`config.mk`:
```
export PLATFORM = sky130hd
export DESIGN_NAME = pulse_interval_timer
export DESIGN_NICKNAME = d
export VERILOG_FILES = /design/src/rtl/pulse_interval_timer.sv
export SDC_FILE = /design/constraint.sdc
export NUM_CORES = 1
export LEC_CHECK = 0
export CAP_MARGIN = 40
export CORE_UTILIZATION = 55
export CTS_BUF_LIST = sky130_fd_sc_hd__clkbuf_8
export DETAILED_ROUTE_END_ITERATION = 10
export PLACE_DENSITY = 0.85
export SYNTH_ARGS = -nofsm -noshare
export SYNTH_HDL_FRONTEND = slang
export SYNTH_SLANG_ARGS = --single-unit
```
`constraint.sdc`:
```
create_clock -name clk -period 3.25 [get_ports clk]
set_input_delay 0.4875 -clock clk [delete_from_list [all_inputs] [get_ports clk]]
set_output_delay 0.4875 -clock clk [all_outputs]
set_load 0.005 [all_outputs]
```
`src/rtl/pulse_interval_timer.sv`:
```
module pulse_interval_timer #(
  parameter int CNT_W = 16
) (
  input  logic                 clk,
  input  logic                 rst_n,
  input  logic                 wr_lo,
  input  logic                 wr_hi,
  input  logic [CNT_W/2-1:0]   wr_data,
  input  logic                 count_pulses,
  input  logic                 pb_in,
  input  logic [1:0]           shift_sel,
  output logic [CNT_W-1:0]     cnt_q,
  output logic                 irq_set,
  output logic                 irq_flag,
  output logic                 tmo_strobe,
  output logic                 shift_clk
);
  localparam int BYTE_W = CNT_W / 2;
  localparam logic [CNT_W-1:0] ONE = CNT_W'(1);

  logic [BYTE_W-1:0] latch_lo;
  logic [CNT_W-1:0]  cnt;
  logic              fired, pb_prev, mode_prev;
  logic              tmo_q, irq_q, sh_q, flag_q;

  wire fall     = pb_prev & ~pb_in;
  wire step     = count_pulses ? (fall & mode_prev) : 1'b1;
  wire hit      = step & (cnt == '0) & ~wr_hi;
  wire shift_on = (shift_sel == 2'b01);

  always_ff @(posedge clk or negedge rst_n) begin
    if (!rst_n) begin
      latch_lo  <= '0;
      cnt       <= '0;
      fired     <= 1'b1;
      pb_prev   <= 1'b1;
      mode_prev <= 1'b0;
      tmo_q     <= 1'b0;
      irq_q     <= 1'b0;
      sh_q      <= 1'b0;
      flag_q    <= 1'b0;
    end else begin
      pb_prev   <= pb_in;
      mode_prev <= count_pulses;
      tmo_q     <= hit;
      irq_q     <= hit & ~fired;
      sh_q      <= hit & shift_on;
      if (wr_lo) latch_lo <= wr_data;
      if (wr_hi) begin
        cnt    <= {wr_data, latch_lo};
        fired  <= 1'b0;
        flag_q <= 1'b0;
      end else if (hit) begin
        fired <= 1'b1;
        if (!fired) flag_q <= 1'b1;
        cnt <= shift_on ? {{BYTE_W{1'b1}}, latch_lo} : '1;
      end else if (step) begin
        cnt <= cnt - ONE;
      end
    end
  end

  assign cnt_q      = cnt;
  assign irq_set    = irq_q;
  assign irq_flag   = flag_q;
  assign tmo_strobe = tmo_q;
  assign shift_clk  = sh_q;

  AST_LOAD_VALUE: assert property (@(posedge clk) disable iff (!rst_n)
    wr_hi |=> (cnt_q == {$past(wr_data), $past(latch_lo)}) && !irq_flag);
  AST_PULSE_HOLD: assert property (@(posedge clk) disable iff (!rst_n)
    (count_pulses && !wr_hi && !(pb_prev && !pb_in)) |=> $stable(cnt_q));
  AST_SWITCH_NO_EDGE: assert property (@(posedge clk) disable iff (!rst_n)
    (count_pulses && !mode_prev && !wr_hi) |=> $stable(cnt_q));
  AST_IRQ_WITH_TMO: assert property (@(posedge clk) disable iff (!rst_n)
    irq_set |-> tmo_strobe && irq_flag);
  AST_WRAP_HIGH: assert property (@(posedge clk) disable iff (!rst_n)
    tmo_strobe |-> cnt_q[CNT_W-1:BYTE_W] == '1);
  AST_SHIFT_WITH_TMO: assert property (@(posedge clk) disable iff (!rst_n)
    shift_clk |-> tmo_strobe);
  AST_WRITE_WINS: assert property (@(posedge clk) disable iff (!rst_n)
    wr_hi |=> !tmo_strobe);
endmodule

```
Yosys cells after proc, flatten, opt, wreduce, memory -nomap -nowiden
Cells that the tools add are included.
Operators by class
  bitwise operators: 9
  muxes and demuxes: 10
  equality and inequality tests: 2
  reductions and logical operators: 4
  add/sub/neg operators: 1
Operators by type and width (count)
  $mux W16: 3
  $logic_not A16 Y1: 1
  $sub A16 B1 Y16 const B: 1
  $mux W8: 1
  $and A1 B1 Y1: 6
  $mux W1: 6
  $not A1 Y1: 3
  $reduce_bool A3 Y1: 1
  $eq A2 B1 Y1 const B: 1
  $ne A2 B2 Y1 const B: 1
  $reduce_and A2 Y1: 1
  $reduce_bool A2 Y1: 1
Word-level totals
  flip-flop bits (word level): 31
  input bits: 16
  output and inout bits: 20
  word-level logic and storage cells: 35

Logic depth before layout (Yosys ltp)
  depth in word-level cells: 8
  depth in mapped cells: 8
  mapped depth without buffers: 7

Worst setup path after synthesis
No wires, ideal clock.
  path kind: reg2reg
  start: register cnt[3], in the netlist cnt_q[3]
  end: register cnt[14], in the netlist cnt_q[14]
  arrival: 2.046 ns
  stages on the path, launching flop included: 7
  data required time: 3.155 ns
  slack: 1.108 ns
  path through: dfrtp_1 > buf_6 > or4_4 > or4_4 > o31ai_2 > a21oi_1 > o31ai_1
Between the ends
  longest elaborated chain between the ends: 5
  elaborated cells on any way between the ends: 8
  those cells by class: add/sub: 1; mux: 3; bitwise: 2; reduce/logical: 2
Ends and longest elaborated chain
  start: declaration: line 22  | logic [CNT_W-1:0] cnt;
  start signal: assignment: line 50  | cnt <= {wr_data, latch_lo};
  start signal: assignment: line 56  | cnt <= shift_on ? {{BYTE_W{1'b1}}, latch_lo} : '1;
  start signal: assignment: line 58  | cnt <= cnt - ONE;
  branches (longest 5 deep; another with $sub A16 B1 Y16)
Parallel ways; which one is timed is not known. The select of a mux whose other input is x is not followed.
A chain may end at the register's enable or synchronous reset.

Final worst setup path
  start: register cnt[11], in the netlist cnt_q[11]
  end: register cnt[5], in the netlist cnt_q[5]
Between the ends
  longest elaborated chain between the ends: 5
  elaborated cells on any way between the ends: 6
  those cells by class: mux: 2; bitwise: 2; reduce/logical: 2
Ends and longest elaborated chain
  $logic_not A16 Y1 (*): line 28  | wire hit = step & (cnt == '0) & ~wr_hi;
  $and A1 B1 Y1 (*) (2 in series): line 28
  $mux W16: line 53  | end else if (hit) begin
  $mux W16: line 49  | if (wr_hi) begin
Every way passes the cells marked *; elsewhere a longest branch is shown, timed or not.

==> results.cfg <==
[cells_and_area]
postLayoutCellArea_sq_um = 2150
synthToLayoutAreaGrowth_pct = 27.4
fill_cells = 202
drive_gt1_share_pct = 11.9
layout_commonest_cell = clkdlybuf4s50_1
fin_util_pct = 76.0
layout_common_cells = 35 x clkdlybuf4s50_1, 29 x dfrtp_1, 13 x nor3_1
diodes = 0
final_nets = 227
finalNonFillerCells = 241

[power]
p_per_area_nw_per_um2 = 484
vdd.ir_drop.worst_mv = 0.407
power.leakage_nw = 0.858

[outcome]
violations = design-rule violations
status = complete, but fails checks

[sta]
finalClockSkew_ns = 0.00630
slew_headroom_pct = 48.0
holdWs_ns = 0.499
slew_violations = 0
tns_ns = 0
fmax_mhz = 391
worst-slew-pin-transition_ns = 0.773
finalHoldViolations = 0
period_minus_slack_ns = 2.56
finalCritPeriodShare_pct = 78.7
finalSetupViolCount = 0
rsz0062_at_grt = no

[drt]
drtIter0Drc = 100
routed_wl_um = 4210
drc_errors = 2
num_vias = 1604
wl_per_cell_um = 17.5
via_per_inst = 6.66
dr.pass1.iters = 7
ant_nets = 0

[synth]
synth_top_family_by_area = simple AND/OR/NAND/NOR gates
synth-simple-area-share_pct = 24.1
synthArstFlopShare_pct = 100
synthDistinctLibCells = 46
avgSynthCellArea_sq_um = 9.64
synth_enable_flop_cells = 0
synth_nets = 193
synth_xor_xnor_area_share_pct = 0
synth_mux_area_share_pct = 5.93
synth-main-ff-cell = dfrtp_1
synth-seq-cells = 31
ys_warn_count = 0
synth_compound_area_share_pct = 18.5
ys_seq_area_share_pct = 46.1
netlist_instances = 175
synth_fa_ha_area_share_pct = 1.48
syn_area_sq_um = 1690

[run]
drv_cap = 0

[global_route]
grt_pass1_vias = 1508
grt_max_degree = 36
overflow = 0
grt_pass1_wl_um = 6890
track_usage_pct = 27.9
antenna_found_initial = 0

[clock_tree]
cts_tree = yes
numCtsBuffers = 5
clkSinkCount = 31
htreeDepth = 2
clk_pin_slew_ns = 0.07
clk_latency_ns = 0.29
postCtsSetupRepairBufs = 0
post_cts_resized = 0
clockBufferDepth = 2
root_buffer = clkbuf_8
cts_hold_buffers = 0

[placement]
placed_cell_area_sq_um = 2050
port_buffers = 35
hpwl_um = 2950
gp_congestion = 0.958
place_inst = 233

[die]
initial_core_util_pct = 59.7
fp.dieW_um = 57.4
core-area_sq_um = 2830
io_pins = 36
rows = 19
die-area_sq_um = 3290
fp.dieH_um = 57.4

[setup_path]
arrival_ns = 2.73
crit_path_end_kind = register
cp.required_ns = 3.42
crit_type = register to register
crit_fanout = 12
crit_path_start_kind = register

[hold_path]
min_path_type = register to register
[area by class of cell]
class | instances | area [sq um] | share of cell area [%]
Inverter | 5 | 18.8 | 0.873
Clock inverter | 1 | 7.51 | 0.349
Timing Repair Buffer | 37 | 365 | 17.0
Clock buffer | 7 | 96.3 | 4.48
Multi-Input combinational cell | 129 | 845 | 39.3
Sequential cell | 31 | 778 | 36.2
Tap cell | 31 | 38.8 | 1.80
[where the power goes]
part           switching, W  leakage, nW  internal, W  total, W
Clock              0.000142       0.0505     0.000192  0.000334
Sequential        0.0000570        0.373     0.000424  0.000481
Combinational      0.000104        0.434     0.000122  0.000226
Total              0.000303        0.858     0.000738   0.00104
[worst paths after layout]
kind                                             from                   end  slack (ns)  depth (start not counted)
worst max-delay path            cnt_q[11]$_DFFE_PN0P_  cnt_q[5]$_DFFE_PN0P_        0.69                          4
worst min-delay path                fired$_DFFE_PN1P_     fired$_DFFE_PN1P_        0.50                          2
worst max register to register  cnt_q[11]$_DFFE_PN0P_  cnt_q[5]$_DFFE_PN0P_        0.69                          4
worst min register to register      fired$_DFFE_PN1P_     fired$_DFFE_PN1P_        0.50                          2
max in group asynchronous                       rst_n     fired$_DFFE_PN1P_        2.34                          2
min in group asynchronous                       rst_n  cnt_q[0]$_DFFE_PN0P_        0.58                          2
[cells in the mapped netlist, types with 2 or more instances]
cell	count	share of area [%]
dfrtp_1	29	43
nor3_1	13	3.9
nand2_1	10	2.2
nor2_1	10	2.2
nor4_1	10	3.7
o21ai_0	10	3.0
a21oi_1	8	2.4
clkbuf_1	8	1.8
mux2_2	8	5.3
nand3_1	6	1.8
inv_1	5	1.1
nand2b_1	5	1.9
a31oi_1	4	1.5
a211oi_1	3	1.3
or3_1	3	1.1
a21o_1	2	0.89
a22o_1	2	1.0
a311oi_1	2	1.0
a41o_1	2	1.2
and4_1	2	1.0
dfstp_2	2	3.1
ha_1	2	1.5
nand4_1	2	0.74
o21ai_1	2	0.59
o22a_1	2	1.0
o31ai_1	2	0.89
or4_4	2	1.3
[routing by layer]
layer / part of all wire, % / vias up / GRT usage, %
met3: 7.3 / 20 / 6.12
li1: - / 741 / -
met5: 0 / - / 0
met2: 45 / 93 / 41.9
met4: 4.2 / 0 / 19.2
met1: 43 / 750 / 36.0
[cells by family after synthesis]
group	after synthesis
AND/OR/NAND/NOR	72
buffers and inverters	15
multiplexers	9
adder cells (fa/ha/maj)	2
flip-flops	31
AO/OA/AOI/OAI	46
[critical path, cell delays in order (launching register included)]
cell	delay, ns
dfrtp_1	0.47
nor4_1	0.72
nand4_1	0.56
o31a_1	0.47
o22a_1	0.21
[through the flow]
step / setup slack [ns] / total power (W)
6_report: 0.692 / 0.00104
5_1_grt: 0.584 / 0.00109
4_1_cts: 0.800 / 0.00104
3_5_place_dp: 0.841 / 0.000705
3_3_place_gp: 0.882 / 0.000697
2_1_floorplan: 1.11 / 0.000595
[registers in the layout, summed over array words and instances, names as in the netlist]
| register | flops |
|---|---|
| cnt_q | 16 |
| latch_lo | 8 |
| fired | 1 |
| irq_flag | 1 |
| irq_set | 1 |
| mode_prev | 1 |
| pb_prev | 1 |
| shift_clk | 1 |
| tmo_strobe | 1 |
Power figures use the tool's default switching activity.
